**config.mk**
```make
export PLATFORM = sky130hd
export DESIGN_NAME = bcd_addsub_unit
export DESIGN_NICKNAME = d
export VERILOG_FILES = /design/src/rtl/bcd_au_pkg.sv /design/src/rtl/bcd_bin_stage.sv /design/src/rtl/bcd_fix_stage.sv /design/src/rtl/bcd_seq_ctrl.sv /design/src/rtl/bcd_addsub_unit.sv
export SDC_FILE = /design/constraint.sdc
export NUM_CORES = 1
export LEC_CHECK = 0
export BUFFER_PORTS_ARGS = -buffer_cell sky130_fd_sc_hd__buf_4
export CORE_MARGIN = 2
export CORE_UTILIZATION = 56
export CTS_CLUSTER_DIAMETER = 60
export DETAILED_ROUTE_END_ITERATION = 6
export HOLD_SLACK_MARGIN = 0.08
export PLACE_DENSITY = 0.8
export RECOVER_POWER = 25
export SYNTH_ARGS = -nofsm -noshare
export SYNTH_HDL_FRONTEND = slang
export SYNTH_HIERARCHICAL = 1
export SYNTH_SLANG_ARGS = --single-unit
export TNS_END_PERCENT = 20
```
**constraint.sdc**
```tcl
create_clock -name clk -period 3.4 [get_ports clk]
set_input_delay 0.17 -clock clk [delete_from_list [all_inputs] [get_ports clk]]
set_output_delay 0.17 -clock clk [all_outputs]
set_load 0.005 [all_outputs]
```
**src/rtl/bcd_au_pkg.sv**
```systemverilog
package bcd_au_pkg;
   localparam int NIB = 4;

   typedef struct packed {
      logic c;
      logic z;
      logic n;
      logic v;
   } au_flags_t;

   function automatic logic [4:0] nib_plus6(input logic [4:0] x);
      return x + 5'd6;
   endfunction
endpackage

```
**src/rtl/bcd_bin_stage.sv**
```systemverilog
module bcd_bin_stage
   import bcd_au_pkg::*;
#(
   parameter int DIGITS = 2,
   localparam int W = DIGITS * NIB
) (
   input  logic [W-1:0]      a,
   input  logic [W-1:0]      b,
   input  logic              cin,
   input  logic              sub,
   output logic [W-1:0]      sum,
   output logic [DIGITS-1:0] dcar,
   output logic              ovf
);
   logic [W-1:0]  bx;
   logic [DIGITS:0] chain;

   assign bx       = sub ? ~b : b;
   assign chain[0] = cin;

   for (genvar i = 0; i < DIGITS; i++) begin : g_dig
      logic [NIB:0] t;
      assign t            = {1'b0, a[i*NIB +: NIB]} + {1'b0, bx[i*NIB +: NIB]} + {{NIB{1'b0}}, chain[i]};
      assign sum[i*NIB +: NIB] = t[NIB-1:0];
      assign chain[i+1]   = t[NIB];
      assign dcar[i]      = t[NIB];
   end

   assign ovf = (a[W-1] ~^ bx[W-1]) & (a[W-1] ^ sum[W-1]);
endmodule

```
**src/rtl/bcd_fix_stage.sv**
```systemverilog
module bcd_fix_stage
   import bcd_au_pkg::*;
#(
   parameter int DIGITS = 2,
   localparam int W = DIGITS * NIB
) (
   input  logic [W-1:0]      raw,
   input  logic [DIGITS-1:0] dcar,
   input  logic              sub,
   output logic [W-1:0]      fixed,
   output logic              dec_c
);
   logic [DIGITS:0]   k;
   logic [DIGITS-1:0] fixv;

   assign k[0] = 1'b0;

   for (genvar i = 0; i < DIGITS; i++) begin : g_dig
      logic [NIB-1:0] d;
      logic [NIB:0]   t;
      logic [NIB:0]   adj;
      logic [NIB-1:0] out_add;
      logic [NIB-1:0] out_sub;

      assign d       = raw[i*NIB +: NIB];
      // the carry produced by the correction of the digit below enters here
      assign t       = {1'b0, d} + {{NIB{1'b0}}, k[i]};
      assign fixv[i] = (t > 5'd9) | dcar[i];
      assign adj     = fixv[i] ? nib_plus6(t) : t;
      assign out_add = adj[NIB-1:0];
      assign k[i+1]  = adj[NIB];
      // a digit that borrowed holds 16 too many, so taking 6 away leaves it in range
      assign out_sub = dcar[i] ? d : d - 4'd6;
      assign fixed[i*NIB +: NIB] = sub ? out_sub : out_add;
   end

   assign dec_c = sub ? dcar[DIGITS-1] : fixv[DIGITS-1];
endmodule

```
**src/rtl/bcd_seq_ctrl.sv**
```systemverilog
module bcd_seq_ctrl (
   input  logic clk,
   input  logic rst_n,
   input  logic start,
   input  logic dec_mode,
   output logic take_bin,
   output logic take_dec,
   output logic finish,
   output logic pend,
   output logic done
);
   logic accept;

   assign accept   = start & ~pend;
   assign take_bin = accept & ~dec_mode;
   assign take_dec = accept & dec_mode;
   assign finish   = pend;

   always_ff @(posedge clk or negedge rst_n) begin
      if (!rst_n) begin
         pend <= 1'b0;
         done <= 1'b0;
      end else begin
         pend <= take_dec;
         done <= take_bin | finish;
      end
   end
endmodule

```
**src/rtl/bcd_addsub_unit.sv**
```systemverilog
module bcd_addsub_unit
   import bcd_au_pkg::*;
#(
   parameter int DIGITS = 2,
   localparam int W = DIGITS * NIB
) (
   input  logic         clk,
   input  logic         rst_n,
   input  logic         start,
   input  logic [W-1:0] op_a,
   input  logic [W-1:0] op_b,
   input  logic         carry_in,
   input  logic         sub_sel,
   input  logic         dec_mode,
   output logic [W-1:0] result,
   output logic         carry_out,
   output logic         zero_flag,
   output logic         neg_flag,
   output logic         ovf_flag,
   output logic         done
);
   if (DIGITS < 1 || DIGITS > 16) begin : g_bad_digits
      $error("bcd_addsub_unit: DIGITS must lie in 1..16");
   end

   logic              take_bin, take_dec, finish, pend_w;
   logic [W-1:0]      bin_sum;
   logic [DIGITS-1:0] bin_dcar;
   logic              bin_ovf;

   logic [W-1:0]      mid_sum;
   logic [DIGITS-1:0] mid_dcar;
   logic              mid_ovf;
   logic              mid_sub;

   logic [W-1:0]      fix_val;
   logic              fix_c;

   logic [W-1:0]      res_q;
   au_flags_t         flg_q;

   bcd_seq_ctrl u_ctrl (
      .clk      (clk),
      .rst_n    (rst_n),
      .start    (start),
      .dec_mode (dec_mode),
      .take_bin (take_bin),
      .take_dec (take_dec),
      .finish   (finish),
      .pend     (pend_w),
      .done     (done)
   );

   bcd_bin_stage #(.DIGITS(DIGITS)) u_bin (
      .a    (op_a),
      .b    (op_b),
      .cin  (carry_in),
      .sub  (sub_sel),
      .sum  (bin_sum),
      .dcar (bin_dcar),
      .ovf  (bin_ovf)
   );

   bcd_fix_stage #(.DIGITS(DIGITS)) u_fix (
      .raw   (mid_sum),
      .dcar  (mid_dcar),
      .sub   (mid_sub),
      .fixed (fix_val),
      .dec_c (fix_c)
   );

   // intermediate stage: binary result held for the decimal correction clock
   always_ff @(posedge clk or negedge rst_n) begin
      if (!rst_n) begin
         mid_sum  <= '0;
         mid_dcar <= '0;
         mid_ovf  <= 1'b0;
         mid_sub  <= 1'b0;
      end else if (take_dec) begin
         mid_sum  <= bin_sum;
         mid_dcar <= bin_dcar;
         mid_ovf  <= bin_ovf;
         mid_sub  <= sub_sel;
      end
   end

   // output stage
   always_ff @(posedge clk or negedge rst_n) begin
      if (!rst_n) begin
         res_q <= '0;
         flg_q <= '0;
      end else if (take_bin) begin
         res_q   <= bin_sum;
         flg_q.c <= bin_dcar[DIGITS-1];
         flg_q.z <= (bin_sum == '0);
         flg_q.n <= bin_sum[W-1];
         flg_q.v <= bin_ovf;
      end else if (finish) begin
         res_q   <= fix_val;
         flg_q.c <= fix_c;
         flg_q.z <= (fix_val == '0);
         flg_q.n <= fix_val[W-1];
         flg_q.v <= mid_ovf;
      end
   end

   assign result    = res_q;
   assign carry_out = flg_q.c;
   assign zero_flag = flg_q.z;
   assign neg_flag  = flg_q.n;
   assign ovf_flag  = flg_q.v;
endmodule

```
==> results.json <==
{
  "status": "finished clean",
  "drive_above_1_share": 0.275,
  "initial_core_util": 0.577,
  "dpl.cell_count": 262,
  "finalCritPeriodShare": 0.845,
  "syn_nets": 229,
  "peakVddDrop_v": 0.000280,
  "antennaDiodeCount": 0,
  "drtIter0Drc": 70,
  "hpwl_um": 3020,
  "drt.antenna.violating_nets": 0,
  "die_h_um": 62.4,
  "grt_pass1_vias": 1491,
  "stdcell_count": 268,
  "cts_tree": "yes",
  "wl_um": 3830,
  "htree_num_levels": 1,
  "grt_pass1_wl_um": 6900,
  "grt_max_degree": 26,
  "startpoint_type": "flop",
  "place_congestion": 0.849,
  "dpl_cell_area_um2": 2170,
  "post-route-drc-count": 0,
  "final_cell_mix": "34 x buf_4, 25 x dfrtp_1",
  "rows": 21,
  "firstDrtPassIters": 4,
  "wl_per_cell_um": 14.3,
  "core-area_um2": 3310,
  "cts-root-buf": "clkbuf_4",
  "final_common_cell": "buf_4",
  "die_area_um2": 3900,
  "critPathMaxFanout": 5,
  "die_w_um": 62.4,
  "fin_ws_ps": 526,
  "vias": 1480,
  "hold_viol_final": 0,
  "fin_area_um2": 2210,
  "layout.nets": 262,
  "p_per_area_nw_per_um2": 670,
  "clk_pin_slew_ps": 140,
  "port-buffer-count": 34,
  "cts.sinks": 25,
  "fin_crit_ps": 2870,
  "cp-end-kind": "flop",
  "worst_clock_skew_ps": 9.70,
  "cts_buffers": 3,
  "slew_headroom": 0.121,
  "rsz0062_at_grt": "no",
  "grt_use_total": 0.218,
  "synth_warnings": 6,
  "max_cap_viol_count": 0,
  "synth_area_um2": 1910,
  "gr-total-overflow": 0,
  "areaGrowthSynthToFinish_pct": 15.7,
  "syn-instance-count": 190,
  "slew_violations": 0,
  "cts_setup_buffers": 0,
  "dp_worst_setup_slack_ps": 350,
  "setup-tns-final_ps": 0,
  "io_pins": 35,
  "via_per_inst": 5.52,
  "grt_antenna_before_repair": 0,
  "clockBufferDepth": 2,
  "hp-class": "input pin to flop",
  "worstPathArrival_ps": 3130,
  "worstSetupPathType": "flop to flop",
  "worstSkewPairLatency_ps": 320,
  "cp_data_required_time_ps": 3660,
  "fmax_mhz": 348,
  "leakagePower_nw": 1.03,
  "syn_avg_cell_area_um2": 10.1,
  "final_util": 0.668,
  "setup_viol": 0,
  "tightest_slew_ps": 1320
}
==> metal layers <==
layer,global-route usage,part of all wire,up-vias
li1,-,-,725
met1,0.310,0.48,706
met2,0.347,0.47,39
met3,0.0198,0.027,10
met4,0.0833,0.024,0
met5,0,0,-
==> where the power goes <==
group	switching [mW]	total [mW]	internal [mW]
registers	0.111	0.511	0.400
clock network	0.0881	0.132	0.0441
logic	0.417	0.838	0.421
==> what timing repair did <==
action | CTS | global route
resized for setup | 0 | 0
hold buffers | 2 | 0
hold endpoints to repair | 26 | 0
==> final cells by class <==
cell class                 count  area, µm²
clock buffer                   3       22.5
clock inverter                 1       5.00
fill                         293       1100
inverter                      13       48.8
multi-input combinational    143       1170
sequential                    25        626
tap                           46       57.6
timing repair buffer          37        279
==> path summary, 6_finish.rpt <==
path	start	to	slack (ps)	cells after the start
setup / recovery	mid_sum[1]$_DFFE_PN0P_	zero_flag$_DFFE_PN0P_	530	12
hold / removal	dec_mode	u_ctrl/done$_DFF_PN0_	150	3
setup reg to reg	mid_sum[1]$_DFFE_PN0P_	zero_flag$_DFFE_PN0P_	530	12
hold reg to reg	mid_ovf$_DFFE_PN0P_	mid_ovf$_DFFE_PN0P_	540	1
max in group asynchronous	rst_n	result[6]$_DFFE_PN0P_	1960	2
min in group asynchronous	rst_n	mid_sum[5]$_DFFE_PN0P_	670	2
==> registers in the layout, summed over array words and instances, names as in the netlist <==
signal	cells
mid_sum	8
u_ctrl/done	1
zero_flag	1
u_ctrl/finish	1
mid_sub	1
result	8
mid_dcar	2
ovf_flag	1
carry_out	1
mid_ovf	1
==> per-stage QoR <==
step,hold slack (ps),power (mW)
after floorplan,-126,1.11
after global placement,90.2,1.32
after detailed placement,87.8,1.35
after CTS,149,1.48
after global routing,138,1.63
final,152,1.48
==> critical path: stages, from the launching register on <==
cell       delay [ps]
dfrtp_1           460
o21ai_1           250
inv_1              70
ha_1              230
ha_1              240
xnor2_1           320
ha_1              320
o2bb2ai_4         160
nor4_1             70
nand3b_1          210
nor4_1            230
nand4b_1          130
nand3_1           100
No activity file was read; power rests on OpenSTA's default activity.
